### config.mk
export PLATFORM = sky130hd
export DESIGN_NAME = alu8_status
export DESIGN_NICKNAME = d
export VERILOG_FILES = /design/src/rtl/alu8_status_pkg.sv /design/src/rtl/alu8_addsub.sv /design/src/rtl/alu8_shifter.sv /design/src/rtl/alu8_status.sv
export SDC_FILE = /design/constraint.sdc
export NUM_CORES = 1
export LEC_CHECK = 0
export CAP_MARGIN = 10
export CORE_AREA = 2 2 79 89
export CTS_CLUSTER_SIZE = 28
export DETAILED_ROUTE_END_ITERATION = 6
export DIE_AREA = 0 0 81 91
export GPL_TIMING_DRIVEN = 0
export PLACE_DENSITY_LB_ADDON = 0.08
export SLEW_MARGIN = 20
export SYNTH_ARGS = -nofsm -noshare
export SYNTH_HDL_FRONTEND = slang
export SYNTH_SLANG_ARGS = --single-unit
### constraint.sdc
create_clock -name clk -period 8.4 [get_ports clk]
set_clock_uncertainty 0.05 [all_clocks]
set_input_delay 1.26 -clock clk [delete_from_list [all_inputs] [get_ports clk]]
set_output_delay 1.26 -clock clk [all_outputs]
set_load 0.02 [all_outputs]
### src/rtl/alu8_status_pkg.sv
package alu8_status_pkg;
  localparam int OP_W = 5;
  localparam int SR_W = 8;

  // status bit positions
  localparam int FL_C = 0;
  localparam int FL_Z = 1;
  localparam int FL_N = 2;
  localparam int FL_V = 3;
  localparam int FL_S = 4;
  localparam int FL_H = 5;
  localparam int FL_T = 6;
  localparam int FL_I = 7;

  typedef enum logic [OP_W-1:0] {
    OP_ADD  = 5'd0,  OP_ADC  = 5'd1,  OP_SUB  = 5'd2,  OP_SBC  = 5'd3,
    OP_CMP  = 5'd4,  OP_CMPC = 5'd5,  OP_AND  = 5'd6,  OP_OR   = 5'd7,
    OP_XOR  = 5'd8,  OP_COM  = 5'd9,  OP_NEG  = 5'd10, OP_INC  = 5'd11,
    OP_DEC  = 5'd12, OP_TST  = 5'd13, OP_LSL  = 5'd14, OP_LSR  = 5'd15,
    OP_ROL  = 5'd16, OP_ROR  = 5'd17, OP_ASR  = 5'd18, OP_SWAP = 5'd19,
    OP_FSET = 5'd20, OP_FCLR = 5'd21
  } alu_op_e;
endpackage

### src/rtl/alu8_addsub.sv
module alu8_addsub #(
  parameter int W = 8
) (
  input  logic [W-1:0] x_i,
  input  logic [W-1:0] y_i,
  input  logic         sub_i,
  input  logic         cin_i,   // carry for add, borrow for subtract
  output logic [W-1:0] r_o,
  output logic         c_o,     // carry out / borrow out of MSB
  output logic         h_o,     // carry / borrow out of the low half
  output logic         v_o
);
  localparam int HW = W / 2;

  logic [W-1:0]  y_eff;
  logic          ci;
  logic [W:0]    full;
  logic [HW:0]   low;

  always_comb begin
    y_eff = sub_i ? ~y_i : y_i;
    ci    = cin_i ^ sub_i;
    full  = {1'b0, x_i} + {1'b0, y_eff} + {{W{1'b0}}, ci};
    low   = {1'b0, x_i[HW-1:0]} + {1'b0, y_eff[HW-1:0]} + {{HW{1'b0}}, ci};
    r_o   = full[W-1:0];
    c_o   = full[W] ^ sub_i;
    h_o   = low[HW] ^ sub_i;
    v_o   = (x_i[W-1] == y_eff[W-1]) && (full[W-1] != x_i[W-1]);
  end
endmodule

### src/rtl/alu8_shifter.sv
module alu8_shifter
  import alu8_status_pkg::*;
#(
  parameter int W = 8
) (
  input  alu_op_e      op_i,
  input  logic [W-1:0] a_i,
  input  logic         cin_i,
  output logic [W-1:0] r_o,
  output logic         cout_o
);
  always_comb begin
    r_o    = a_i;
    cout_o = 1'b0;
    case (op_i)
      OP_LSL: begin r_o = {a_i[W-2:0], 1'b0};      cout_o = a_i[W-1]; end
      OP_ROL: begin r_o = {a_i[W-2:0], cin_i};     cout_o = a_i[W-1]; end
      OP_LSR: begin r_o = {1'b0, a_i[W-1:1]};      cout_o = a_i[0];   end
      OP_ROR: begin r_o = {cin_i, a_i[W-1:1]};     cout_o = a_i[0];   end
      OP_ASR: begin r_o = {a_i[W-1], a_i[W-1:1]};  cout_o = a_i[0];   end
      default: ;
    endcase
  end
endmodule

### src/rtl/alu8_status.sv
module alu8_status
  import alu8_status_pkg::*;
#(
  parameter int W = 8
) (
  input  logic            clk,
  input  logic            rst,
  input  logic [OP_W-1:0] op_i,
  input  logic [W-1:0]    a_i,
  input  logic [W-1:0]    b_i,
  input  logic [SR_W-1:0] status_i,
  output logic [W-1:0]    result_o,
  output logic [SR_W-1:0] status_o,
  output logic            wr_o
);
  localparam int HW = W / 2;
  localparam int IDX_W = $clog2(SR_W);

  alu_op_e op;
  assign op = alu_op_e'(op_i);

  // shared adder/subtractor operand selection
  logic [W-1:0] as_x, as_y, as_r;
  logic         as_sub, as_cin, as_c, as_h, as_v;

  always_comb begin
    as_x   = a_i;
    as_y   = b_i;
    as_sub = 1'b0;
    as_cin = 1'b0;
    case (op)
      OP_ADC:           as_cin = status_i[FL_C];
      OP_SUB, OP_CMP:   as_sub = 1'b1;
      OP_SBC, OP_CMPC:  begin as_sub = 1'b1; as_cin = status_i[FL_C]; end
      OP_NEG:           begin as_x = '0; as_y = a_i; as_sub = 1'b1; end
      OP_INC:           as_y = W'(1);
      OP_DEC:           begin as_y = W'(1); as_sub = 1'b1; end
      default: ;
    endcase
  end

  alu8_addsub #(.W(W)) u_addsub (
    .x_i(as_x), .y_i(as_y), .sub_i(as_sub), .cin_i(as_cin),
    .r_o(as_r), .c_o(as_c), .h_o(as_h), .v_o(as_v)
  );

  logic [W-1:0] sh_r;
  logic         sh_c;

  alu8_shifter #(.W(W)) u_shifter (
    .op_i(op), .a_i(a_i), .cin_i(status_i[FL_C]), .r_o(sh_r), .cout_o(sh_c)
  );

  // result and flag merge
  logic [W-1:0]    res_d;
  logic [SR_W-1:0] st_d;
  logic            wr_d, upd_zn, sticky_z;

  always_comb begin
    res_d    = a_i;
    st_d     = status_i;
    wr_d     = 1'b0;
    upd_zn   = 1'b0;
    sticky_z = 1'b0;
    case (op)
      OP_ADD, OP_ADC, OP_SUB, OP_SBC, OP_NEG, OP_CMP, OP_CMPC: begin
        res_d      = as_r;
        wr_d       = (op != OP_CMP) && (op != OP_CMPC);
        st_d[FL_H] = as_h;
        st_d[FL_C] = as_c;
        st_d[FL_V] = as_v;
        upd_zn     = 1'b1;
        sticky_z   = (op == OP_SBC) || (op == OP_CMPC);
      end
      OP_AND, OP_OR, OP_XOR, OP_TST: begin
        case (op)
          OP_AND:  res_d = a_i & b_i;
          OP_OR:   res_d = a_i | b_i;
          OP_XOR:  res_d = a_i ^ b_i;
          default: res_d = a_i;
        endcase
        wr_d       = 1'b1;
        st_d[FL_V] = 1'b0;
        upd_zn     = 1'b1;
      end
      OP_COM: begin
        res_d      = ~a_i;
        wr_d       = 1'b1;
        st_d[FL_C] = 1'b1;
        st_d[FL_V] = 1'b0;
        upd_zn     = 1'b1;
      end
      OP_INC, OP_DEC: begin
        res_d      = as_r;
        wr_d       = 1'b1;
        st_d[FL_V] = as_v;
        upd_zn     = 1'b1;
      end
      OP_LSL, OP_LSR, OP_ROL, OP_ROR, OP_ASR: begin
        res_d      = sh_r;
        wr_d       = 1'b1;
        st_d[FL_C] = sh_c;
        st_d[FL_V] = sh_r[W-1] ^ sh_c;
        upd_zn     = 1'b1;
      end
      OP_SWAP: begin
        res_d = {a_i[HW-1:0], a_i[W-1:HW]};
        wr_d  = 1'b1;
      end
      OP_FSET: st_d[b_i[IDX_W-1:0]] = 1'b1;
      OP_FCLR: st_d[b_i[IDX_W-1:0]] = 1'b0;
      default: ;
    endcase
    if (upd_zn) begin
      st_d[FL_N] = res_d[W-1];
      st_d[FL_Z] = (res_d == '0) && (!sticky_z || status_i[FL_Z]);
      st_d[FL_S] = st_d[FL_N] ^ st_d[FL_V];
    end
  end

  always_ff @(posedge clk) begin
    if (rst) begin
      result_o <= '0;
      status_o <= '0;
      wr_o     <= 1'b0;
    end else begin
      result_o <= res_d;
      status_o <= st_d;
      wr_o     <= wr_d;
    end
  end
endmodule

==> qor.tcl <==
set qor(drv.max_cap_violation_count) 0
set qor(cp.buffers_inverters) 2
set qor(drv_slew) 0
set qor(std_cell_rows) 31
set qor(grt_pass1_vias) 2721
set qor(cpPeakStageDelay_ns) 0.66
set qor(die_area_um2) 7371
set qor(nets) 451
set qor(post_synth_instance_area_um2) 2531
set qor(fillerInstances) 694
set qor(layout_worst_path_cycle_share) 0.6695
set qor(leakage_nw) 1.250
set qor(maximum_ir_drop_on_the_vdd_rail_mv) 0.1068
set qor(tritoncts) {built}
set qor(initial_antenna_violation_count) 0
set qor(ys.flop_type) {sky130_fd_sc_hd__dfxtp_1}
set qor(synth_edf_count) 0
set qor(dp_worst_setup_slack_ns) 2.562
set qor(synth_seq_cells) 17
set qor(grt_remaining_overflow) 0
set qor(final_period_minus_worst_setup_slack_ns) 5.623
set qor(fin_setup_tns_ns) 0
set qor(global_route.usage.total) 0.2467
set qor(timing.critical_path.cells) {clkdlybuf4s50_1 > buf_4 > nand2b_1 > nor3_2 > o21ai_0 > o21ai_0 > o221ai_1 > fa_1 > fa_1 > a32o_1 > or4_4 > nor4_2 > nand4_1 > o31ai_2}
set qor(route.detailed.wl_per_inst_um) 18.62
set qor(hold_buffers) 0
set qor(status) {completed}
set qor(detail_route.wirelength_um) 8862
set qor(hold_path_class) {in -> reg}
set qor(diodes) 0
set qor(layout.core_utilization) 0.4878
set qor(cp-end-kind) {flip-flop}
set qor(drive_above_1_share) 0.06599
set qor(cts.sink_count) 17
set qor(dpl_cell_area_um2) 3094
set qor(grt_pass1_wl_um) 14200
set qor(detail_route.drc_violations) 0
set qor(synth_async_sr_flop_share) 0
set qor(synthesized_netlist_cell_count) 344
set qor(synthDistinctLibCells) 68
set qor(post-dp-hpwl_um) 7047
set qor(setup_slack_ns) 2.777
set qor(synth.yosys.warnings) 0
set qor(htree_num_levels) 1
set qor(routabilityCongestion) 0.9956
set qor(critical_path.slowest_cell) {sky130_fd_sc_hd__nor3_2}
set qor(critPathKind) {in -> reg}
set qor(worst_path_dominant_cell_family) {simple AND/OR/NAND/NOR gates}
set qor(synth_area_per_cell_um2) 7.358
set qor(core_area_um2) 6439
set qor(die_w_um) 81
set qor(fin_worst_hold_slack_ns) 1.340
set qor(rsz0062_at_grt) {false}
set qor(floorplan.initialDensity) 0.3931
set qor(syn-num-nets) 400
set qor(route.vias.total) 2853
set qor(post_cts_buffers) 0
set qor(area_of_combinational_cells_with_multiple_inputs_um2) 1962
set qor(critPathMaxFanout) 10
set qor(worst_slew_pin_slew_ns) 0.9815
set qor(clk_pin_slew_ns) 0.07
set qor(setup_violations) 0
set qor(worstSetupStartpointType) {primary input}
set qor(residual_antenna_violating_net_count_after_detailed_routing) 0
set qor(floorplan.die.height_um) 91
set qor(layout-area-overhead-vs-synth_pct) 24.07
set qor(first_iter_violations) 229
set qor(io_buffers) 46
set qor(required_ns) 8.52
set qor(hold_viol) 0
set qor(sequential_cell_area_um2) 340.3
set qor(top_level_ports) 48
set qor(post_cts.resized_instances) 0
set qor(arrival_ns) 5.74
set qor(viasPerCell) 5.994
set qor(maxClockFrequency_mhz) 177.8
set qor(synth_seq_area_share) 0.1345
set qor(p_per_area_nw_per_um2) 109.4
set qor(dr.pass1.iters) 5
set qor(maxSlewHeadroom) 0.3406
set qor(cts_buffers) 3
set qor(area_of_all_placed_cells_without_fillers_um2) 3141
set qor(cts_root_buf) {sky130_fd_sc_hd__clkbuf_8}
set qor(grt_max_degree) 11
set qor(cts_buffer_depth) 2
area by class of cell:
cell class,instances,area share
buffer,25,0.04542
sequential,17,0.1084
clock buffer,3,0.01315
multi-input combinational,279,0.6247
tap,82,0.03267
timing repair buffer,46,0.1466
clock inverter,1,0.001594
inverter,23,0.02749
report_power, final:
| group | switching [mW] | leakage, nW | total [mW] | internal, mW |
|---|---|---|---|---|
| registers | 0.00186 | 0.141 | 0.0909 | 0.0891 |
| clock network | 0.0266 | 0.0255 | 0.0594 | 0.0328 |
| logic | 0.110 | 1.08 | 0.193 | 0.0834 |
| total | 0.138 | 1.25 | 0.343 | 0.205 |
Yosys cell counts (7+ instances only):
cell type,n,share of area
sky130_fd_sc_hd__xor2_1,10,0.035
sky130_fd_sc_hd__dfxtp_1,17,0.13
sky130_fd_sc_hd__ha_1,23,0.11
sky130_fd_sc_hd__a21oi_1,19,0.038
sky130_fd_sc_hd__clkbuf_1,14,0.021
sky130_fd_sc_hd__o21ai_0,23,0.045
sky130_fd_sc_hd__nand3_1,7,0.014
sky130_fd_sc_hd__nand2b_1,8,0.020
sky130_fd_sc_hd__inv_1,22,0.033
sky130_fd_sc_hd__a22oi_1,13,0.039
sky130_fd_sc_hd__nor2_1,27,0.040
sky130_fd_sc_hd__nor3_1,10,0.020
sky130_fd_sc_hd__nand2_1,25,0.037
state kept, by name, indices dropped and copies added (netlist names):
register  count
result_o      8
status_o      8
wr_o          1
cell usage in the layout, fill, tap and decap left out, types with 4 or more instances in the layout:
| master | synthesis | layout |
|---|---|---|
| sky130_fd_sc_hd__ha_1 | 23 | 23 |
| sky130_fd_sc_hd__a221oi_1 | 4 | 4 |
| sky130_fd_sc_hd__nor2_1 | 27 | 27 |
| sky130_fd_sc_hd__a21oi_1 | 19 | 19 |
| sky130_fd_sc_hd__clkdlybuf4s50_1 | 0 | 46 |
| sky130_fd_sc_hd__buf_6 | 5 | 5 |
| sky130_fd_sc_hd__nor4_1 | 4 | 4 |
| sky130_fd_sc_hd__clkbuf_1 | 14 | 14 |
| sky130_fd_sc_hd__mux2i_1 | 6 | 6 |
| sky130_fd_sc_hd__inv_1 | 22 | 22 |
| sky130_fd_sc_hd__a22oi_1 | 13 | 13 |
| sky130_fd_sc_hd__nor2b_1 | 5 | 5 |
| sky130_fd_sc_hd__nand3_1 | 7 | 7 |
| sky130_fd_sc_hd__a31oi_1 | 6 | 6 |
| sky130_fd_sc_hd__a211oi_1 | 4 | 4 |
| sky130_fd_sc_hd__xor2_1 | 10 | 10 |
| sky130_fd_sc_hd__o21ai_0 | 23 | 23 |
| sky130_fd_sc_hd__o2bb2ai_1 | 4 | 4 |
| sky130_fd_sc_hd__nand2_1 | 25 | 25 |
| sky130_fd_sc_hd__xnor2_1 | 6 | 6 |
| sky130_fd_sc_hd__a22o_1 | 5 | 5 |
| sky130_fd_sc_hd__nand2b_1 | 8 | 8 |
| sky130_fd_sc_hd__nor3_1 | 10 | 10 |
| sky130_fd_sc_hd__dfxtp_1 | 17 | 17 |
logic make-up (layout without fill, tap and decap cells):
logic type               after synthesis  count (layout)  synth area share
AO/OA/AOI/OAI                        117             117            0.3233
flip-flops                            17              17            0.1345
XOR/XNOR                              16              16           0.05536
adder cells (fa/ha/maj)               25              25            0.1295
buffers and inverters                 48              98           0.09045
multiplexers                           6               6           0.02373
AND/OR/NAND/NOR                      115             115            0.2432
final timing paths:
check,startpoint,endpoint,slack (ns),cells after the start
hold / removal,rst,result_o[1]$_SDFF_PP0_,1.34,2
setup / recovery,op_i[3],status_o[1]$_SDFF_PP0_,2.78,14
metal layers:
layer  global-route usage  wire [um]  part of all wire  up-vias
met5                    0          0                 0        -
met4              0.09605        281             0.032        0
met3              0.01690        624             0.070       18
met2               0.4125       4181              0.47      148
met1               0.3248       3775              0.43     1310
li1                     -          -                 -     1377
metrics by stage:
step                      cells  power [mW]
final                       476      0.3435
after CTS                   476      0.3425
after global placement      472      0.2836
after detailed placement    472      0.2832
after global routing        476      0.3664
after floorplan             344      0.2150
(Power assumes the default switching activity.)
